[config.mk]
export PLATFORM = sky130hd
export DESIGN_NAME = gpu_cmd_framer
export DESIGN_NICKNAME = d
export VERILOG_FILES = /design/src/rtl/gpu_cmd_framer.sv
export SDC_FILE = /design/constraint.sdc
export NUM_CORES = 1
export LEC_CHECK = 0
export ABC_AREA = 0
export BUFFER_PORTS_ARGS = -buffer_cell sky130_fd_sc_hd__buf_2
export CAP_MARGIN = 30
export CORE_ASPECT_RATIO = 1.25
export CORE_MARGIN = 2
export CORE_UTILIZATION = 58
export CTS_CLUSTER_DIAMETER = 60
export DETAILED_ROUTE_END_ITERATION = 7
export GPL_TIMING_DRIVEN = 1
export PLACE_DENSITY = 0.89
export SETUP_SLACK_MARGIN = 0.5
export SYNTH_ARGS = -nofsm -noshare
export SYNTH_HDL_FRONTEND = slang
export SYNTH_SLANG_ARGS = --single-unit
[constraint.sdc]
create_clock -name clk -period 3.3 [get_ports clk]
set_input_delay 0.33 -clock clk [delete_from_list [all_inputs] [get_ports clk]]
set_output_delay 0.33 -clock clk [all_outputs]
set_load 0.03 [all_outputs]
[src/rtl/gpu_cmd_framer.sv]
module gpu_cmd_framer #(
  parameter int XW = 10,
  parameter int YW = 9
) (
  input  logic             clk,
  input  logic             rst_n,
  input  logic             in_valid,
  output logic             in_ready,
  input  logic [31:0]      in_data,
  output logic             out_valid,
  output logic [31:0]      out_data,
  output logic             out_sop,
  output logic             out_eop,
  output logic             vram_we,
  output logic [XW+YW-1:0] vram_addr,
  output logic [15:0]      vram_data,
  output logic             busy,
  output logic [12:0]      status
);
  localparam int WW = XW + 1;
  localparam int HW = YW + 1;

  typedef enum logic [2:0] {S_OP, S_FIX, S_POLY, S_CPY, S_PIX} st_t;

  st_t            st;
  logic [3:0]     rem;
  logic           shaded, ph, cp_rd, pend;
  logic [15:0]    hi;
  logic [XW-1:0]  x0, col;
  logic [YW-1:0]  y0, row;
  logic [WW-1:0]  wid;
  logic [HW-1:0]  hleft;

  function automatic logic [3:0] ext_len(input logic [7:0] op);
    logic [3:0] n;
    n = 4'd0;
    if (op == 8'h02 || op == 8'h80) n = (op == 8'h02) ? 4'd2 : 4'd3;
    else begin
      case (op[7:2])
        6'h08: n = 4'd3;
        6'h09: n = 4'd6;
        6'h0A: n = 4'd4;
        6'h0B: n = 4'd8;
        6'h0C: n = 4'd5;
        6'h0D: n = 4'd8;
        6'h0E: n = 4'd7;
        6'h0F: n = 4'd11;
        6'h10, 6'h11: n = 4'd2;
        6'h14, 6'h15: n = 4'd3;
        6'h18: n = 4'd2;
        6'h19: n = 4'd3;
        6'h1A: n = 4'd1;
        6'h1C: n = 4'd1;
        6'h1D: n = 4'd2;
        6'h1E: n = 4'd1;
        6'h1F: n = 4'd2;
        default: n = 4'd0;
      endcase
    end
    return n;
  endfunction

  wire [7:0] op       = in_data[31:24];
  wire       acc      = in_valid && in_ready;
  wire       is_copy  = (op >= 8'hA0) && (op <= 8'hDF);
  wire       is_pflat = (op[7:3] == 5'b01001);
  wire       is_pshd  = (op[7:3] == 5'b01011);
  wire [3:0] ext      = ext_len(op);
  wire       term     = (in_data & 32'hF000F000) == 32'h50005000;

  wire [XW-1:0] wm1 = in_data[XW-1:0] - XW'(1);
  wire [YW-1:0] hm1 = in_data[16+YW-1:16] - YW'(1);

  wire col_last = ({1'b0, col} + WW'(1)) == wid;
  wire pix_step = (st == S_PIX) && (pend || acc);

  logic eop_c;
  always_comb begin
    case (st)
      S_OP:    eop_c = !is_copy && !is_pflat && !is_pshd && (ext == 4'd0);
      S_FIX:   eop_c = (rem == 4'd1);
      S_POLY:  eop_c = (rem == 4'd0) && (!shaded || !ph) && term;
      S_CPY:   eop_c = (rem == 4'd1);
      default: eop_c = 1'b0;
    endcase
  end

  assign in_ready = !((st == S_PIX) && pend);

  always_ff @(posedge clk) begin
    if (!rst_n) begin
      st <= S_OP; rem <= '0; shaded <= 1'b0; ph <= 1'b0; cp_rd <= 1'b0;
      pend <= 1'b0; hi <= '0; x0 <= '0; y0 <= '0; col <= '0; row <= '0;
      wid <= '0; hleft <= '0; busy <= 1'b0; status <= '0;
      out_valid <= 1'b0; out_data <= '0; out_sop <= 1'b0; out_eop <= 1'b0;
      vram_we <= 1'b0; vram_addr <= '0; vram_data <= '0;
    end else begin
      out_valid <= 1'b0;
      vram_we   <= 1'b0;
      if (acc && st != S_PIX) begin
        out_valid <= 1'b1;
        out_data  <= in_data;
        out_sop   <= (st == S_OP);
        out_eop   <= eop_c;
      end
      case (st)
        S_OP: if (acc) begin
          if (is_copy) begin
            st <= S_CPY; rem <= 4'd2; cp_rd <= (op[7:5] == 3'b110);
          end else if (is_pflat || is_pshd) begin
            st <= S_POLY; rem <= is_pshd ? 4'd3 : 4'd2; shaded <= is_pshd; ph <= 1'b0;
          end else if (ext != 4'd0) begin
            st <= S_FIX; rem <= ext;
          end
          if (op[7:3] == 5'b11100) begin
            if (op[2:0] == 3'd1) status[10:0]  <= in_data[10:0];
            if (op[2:0] == 3'd6) status[12:11] <= in_data[1:0];
          end
        end
        S_FIX: if (acc) begin
          rem <= rem - 4'd1;
          if (rem == 4'd1) st <= S_OP;
        end
        S_POLY: if (acc) begin
          if (rem != 4'd0) begin
            rem <= rem - 4'd1; ph <= 1'b0;
          end else if (eop_c) st <= S_OP;
          else ph <= ~ph;
        end
        S_CPY: if (acc) begin
          rem <= rem - 4'd1;
          if (rem == 4'd2) begin
            x0 <= in_data[XW-1:0];
            y0 <= in_data[16+YW-1:16];
          end else begin
            wid <= {1'b0, wm1} + WW'(1);
            hleft <= {1'b0, hm1} + HW'(1);
            col <= '0; row <= '0; pend <= 1'b0;
            if (cp_rd) st <= S_OP;
            else begin st <= S_PIX; busy <= 1'b1; end
          end
        end
        S_PIX: if (pix_step) begin
          vram_we   <= 1'b1;
          vram_addr <= {y0 + row, x0 + col};
          vram_data <= pend ? hi : in_data[15:0];
          if (pend) pend <= 1'b0;
          else begin pend <= 1'b1; hi <= in_data[31:16]; end
          if (col_last) begin
            col <= '0; row <= row + YW'(1); hleft <= hleft - HW'(1);
            if (hleft == HW'(1)) begin
              st <= S_OP; busy <= 1'b0; pend <= 1'b0;
            end
          end else col <= col + XW'(1);
        end
        default: st <= S_OP;
      endcase
    end
  end


  busy_start_chk: assert property (@(posedge clk) disable iff (!rst_n)
    $rose(busy) |-> (out_valid && out_eop));

  write_in_busy_chk: assert property (@(posedge clk) disable iff (!rst_n)
    vram_we |-> $past(busy));

  single_stall_chk: assert property (@(posedge clk) disable iff (!rst_n)
    !in_ready |=> in_ready);

  stall_only_busy_chk: assert property (@(posedge clk) disable iff (!rst_n)
    !in_ready |-> busy);

  pix_not_pkt_chk: assert property (@(posedge clk) disable iff (!rst_n)
    vram_we |-> !out_valid);
endmodule

==> results summary <==
The fraction of the core area covered by cells at the end of the flow is 0.686. Ranked by total cell area, the synthesized netlist is headed by dfxtp_1 (37%), nand2_1 (8.2%), a21oi_1 (6.8%). Entering global routing, the biggest net connects a little under 80 pins. Row generation in the floorplan step produced 51 rows. The data arrival time of the worst path is between 3 and 4 ns. The post-DP HPWL is ~17000 um. The overflow left after global routing came out at 0. In this run the tightest slew margin relative to its limit is 0.450.

The aggregate routed wire length came out at about 25000 um. The worst min-delay path class is input pin to register. The clock slew at the register clock pins of the worst setup and hold paths is ~0.070 ns. The count of routing violations after the opening detailed-route iteration came out at between 600 and 700. The setup TNS after final layout came out at 0 ns.

The area fraction of the dominant cell type after synthesis is 0.374. The x dimension of the die came out at 116 um. Buffers inserted to repair hold after CTS numbered 0.

The flow ran to the end, and the final reports show no timing, DRC or antenna violations. The clock buffer count from CTS is 17. Across all layers, the routed design uses slightly below 9000 vias. The post-synthesis net count came out at approximately 1200. The root cell of the clock tree is clkbuf_16. The maximum number of buffers from clock root to sink is 2. Counting cells, the worst reg-to-reg path comes to 10.

The first global-routing pass estimated 40500 um of wire. The die boundary height came out at between 100 and 150 um. The filler cell count came out at roughly 1200. The post-synthesis xor/xnor area fraction is 0.0498. Of the total synthesized cell area, the portion taken by AND, OR, NAND and NOR gates is 0.247. The congestion estimate from routability-driven global placement came to 0.919. The final hold violation count is 0. After layout, the worst setup slack is between 0.6 and 0.7 ns. STA classifies the critical path startpoint as a register. The post-placement cell area came out at about 10000 um2.

The average cell area after synthesis came out at 7.83 um2. The endpoint required time on the critical path is 3.67 ns. The total power density per cell area is 470 nW/um2. The largest fanout on the critical path came out at 7. The post-route DRC violation count came out at 0.

The count of boundary I/O pins is about 120. In the synthesized netlist, the cells that appear most often are nand2_1 (199), dfxtp_1 (171), a21oi_1 (125). The number of setup violations in the final report is 0. The area growth from synthesis to final layout is 16.3%. The number of antenna violations at the first check in global routing came out at 0.

The fraction of the mapped netlist area in compound gates was 0.189. The synthesized area is slightly above 9000 um2. The number of clock sinks came out at between 150 and 200. The area of the core came out at 15500 um2. Across the whole layout, storage elements account for ~3400 um2. The Yosys warning count came out at 0. The proportion of synthesized flip-flops having asynchronous set or reset is 0. The number of flops mapped to enable cells by yosys came out at 0. The worst hold path terminates at out_data[11]. The post-synthesis adder-cell area fraction is 0.0495. The cell depth of the worst min-delay path is 3.

The die covers about 17000 um2. The maximum frequency from static timing analysis came out at ~0.37 GHz. The number of violations of the max-capacitance limit came out at 0. The total global routing track utilization is 0.302.

The placed cell count is between 1000 and 1500. The worst register-to-register path has a setup slack of between 0.6 and 0.7 ns. The total iterations of the first detailed-routing run came out at 6. The area of the multi-input gates came out at ~5300 um2. The slew of the pin with the lowest slew margin came out at between 0.8 and 0.9 ns. The number of pins exceeding their max-slew limit in the final report came out at 0. Synthesis instantiated 74 different standard cells from the library. The TritonCTS clock tree is done.

The type of the worst setup path is register to register. The worst slack at placement came out at approximately 0.33 ns. The number of register bits inferred by synthesis came out at about 170.

Setup repair after global routing left no endpoint under its margin. The post-route antenna net violation count is 0. The biggest area contributor in the post-synthesis netlist is dfxtp_1. The final instance area is ~11000 um2.

The detailed-route wire length per cell came out at ~17 um. The reg-to-reg endpoint is row[6]. The number of global-route vias before repair is 8531. The mean number of vias per cell is roughly 6. The initial core utilization came out at 0.590. The minimum clock period after layout is about 2.7 ns. The number of H-tree branching levels came out at 4. The post-synthesis instance total came out at about 1200. The number of standard cells in the final layout excluding fillers is ~1500. The sequential fraction of the synthesis area is 0.374. The antenna cell count is 0. For this run, the leading register cell type out of synthesis is dfxtp_1. The share of post-route cells with drive strength above 1 came out at 0.177. Input and output buffers added on the ports amount to 120. The worst register-to-register path begins at col[0]. The later pin in the worst-skew pair is clocked with a latency of approximately 0.44 ns.

STA classifies the critical path endpoint as a register. The final layout contains around 1300 nets. In the finished design, the share of the clock period the worst path needs comes to 0.814.

The startpoint identified for the worst hold timing path is in_data[11]. The worst vdd rail ir drop came out at around 0.34 mV. After synthesis, the largest family of logic cells by area is simple AND/OR/NAND/NOR gates.

The leakage power came out at approximately 4.1 nW. The proportion of synthesized area in mux cells is 0.0383. The most common cell in the synthesized netlist is nand2_1. The clock tree skew after final layout came out at around 0.0088 ns.
## metrics by stage
| stage | power (mW) | hold slack (ns) |
|---|---|---|
| global placement | 2.88 | 0.438 |
| floorplan | 2.70 | 0.436 |
| detailed placement | 2.89 | 0.444 |
| CTS | 4.99 | 0.138 |
| global route | 5.16 | 0.148 |
| finish | 5.00 | 0.148 |
## area by class of cell
cell class | count | area share
inverter | 35 | 0.0126
clock inverter | 15 | 0.0189
multi-input combinational | 874 | 0.501
sequential | 171 | 0.322
timing repair buffer | 149 | 0.0797
tap | 212 | 0.0249
clock buffer | 17 | 0.0400
## report_power, final
part / internal, mW / switching, mW / total, mW
logic: 0.232 / 0.467 / 0.699
clock network: 1.16 / 0.957 / 2.12
registers: 2.12 / 0.0534 / 2.18
## registers in the layout (all words and copies together), names as in the netlist, 3 cells and up
name and count:
out_data 32, vram_addr 19, hi 16, vram_data 16
status 13, wid 11, col 10, hleft 10
x0 10, row 9, y0 9, rem 4
st 3
## worst max path at each step
stage	from	to	slack (ns)	depth (start not counted)
after global placement	col[1]	row[6]	0.34	9
after floorplan	col[1]	row[7]	0.59	10
final	col[0]	row[6]	0.62	10
after CTS	col[3]	row[6]	0.50	9
after detailed placement	col[1]	row[6]	0.33	9
after global routing	col[4]	st[1]	0.41	7
## routing by layer
layer	routed length (um)	global-route usage	vias to the layer above
met2	12400	0.513	383
met1	9800	0.349	4142
met5	0	0	-
met4	1120	0.171	0
li1	-	-	4256
met3	1750	0.0637	101
## logic make-up (layout without fill, tap and decap cells)
kind of cell,count (synthesis),in the layout
muxes,35,35
adders and majority gates,35,35
DFF,171,171
AOI/OAI and AO/OA,278,278
buffers and inverters,123,216
xor gates and xnor gates,52,52
and+or+nand+nor,474,474
## cells in the final DEF, fill, tap and decap left out, types with 4 or more instances in the layout
cell type | Yosys | routed
a21o_1 | 4 | 4
nor3_1 | 25 | 25
or3_1 | 16 | 16
nand2_1 | 199 | 198
nor2b_1 | 9 | 8
or4b_2 | 4 | 4
nand4b_1 | 7 | 7
inv_1 | 34 | 34
nor2_1 | 96 | 95
a211oi_1 | 24 | 24
clkbuf_16 | 0 | 17
and2_1 | 7 | 7
a31o_2 | 5 | 5
a21oi_1 | 125 | 124
nand3_1 | 46 | 45
ha_1 | 33 | 32
dfxtp_1 | 171 | 167
nand3b_1 | 6 | 6
mux2i_1 | 35 | 35
xor2_1 | 19 | 19
nand2b_1 | 10 | 10
buf_4 | 3 | 24
inv_8 | 0 | 6
o211ai_1 | 14 | 14
nand4_1 | 9 | 9
o21ai_0 | 41 | 41
o21a_1 | 4 | 4
a21boi_0 | 4 | 4
nor4_1 | 12 | 10
a311oi_1 | 5 | 5
or2_2 | 6 | 6
buf_2 | 6 | 121
o31ai_1 | 7 | 7
xnor2_1 | 33 | 33
## what timing repair did
item / 4_1_cts / 5_1_grt
buffers inserted: 4 / 0
endpoints found under the setup margin: 24 / 21
gates cloned: 1 / 0
pin swaps: 3 / 7
resized for setup: 10 / 9
## worst max-delay path, cell delays in order (launching register included)
cell	delay (ns)
dfxtp_2	0.34
ha_4	0.24
xor2_1	0.14
a211o_1	0.22
or4b_4	0.54
nor4_4	0.13
buf_4	0.19
a21oi_4	0.08
buf_6	0.17
or4_1	0.49
o21ai_1	0.08
Power figures use the tool's default switching activity.
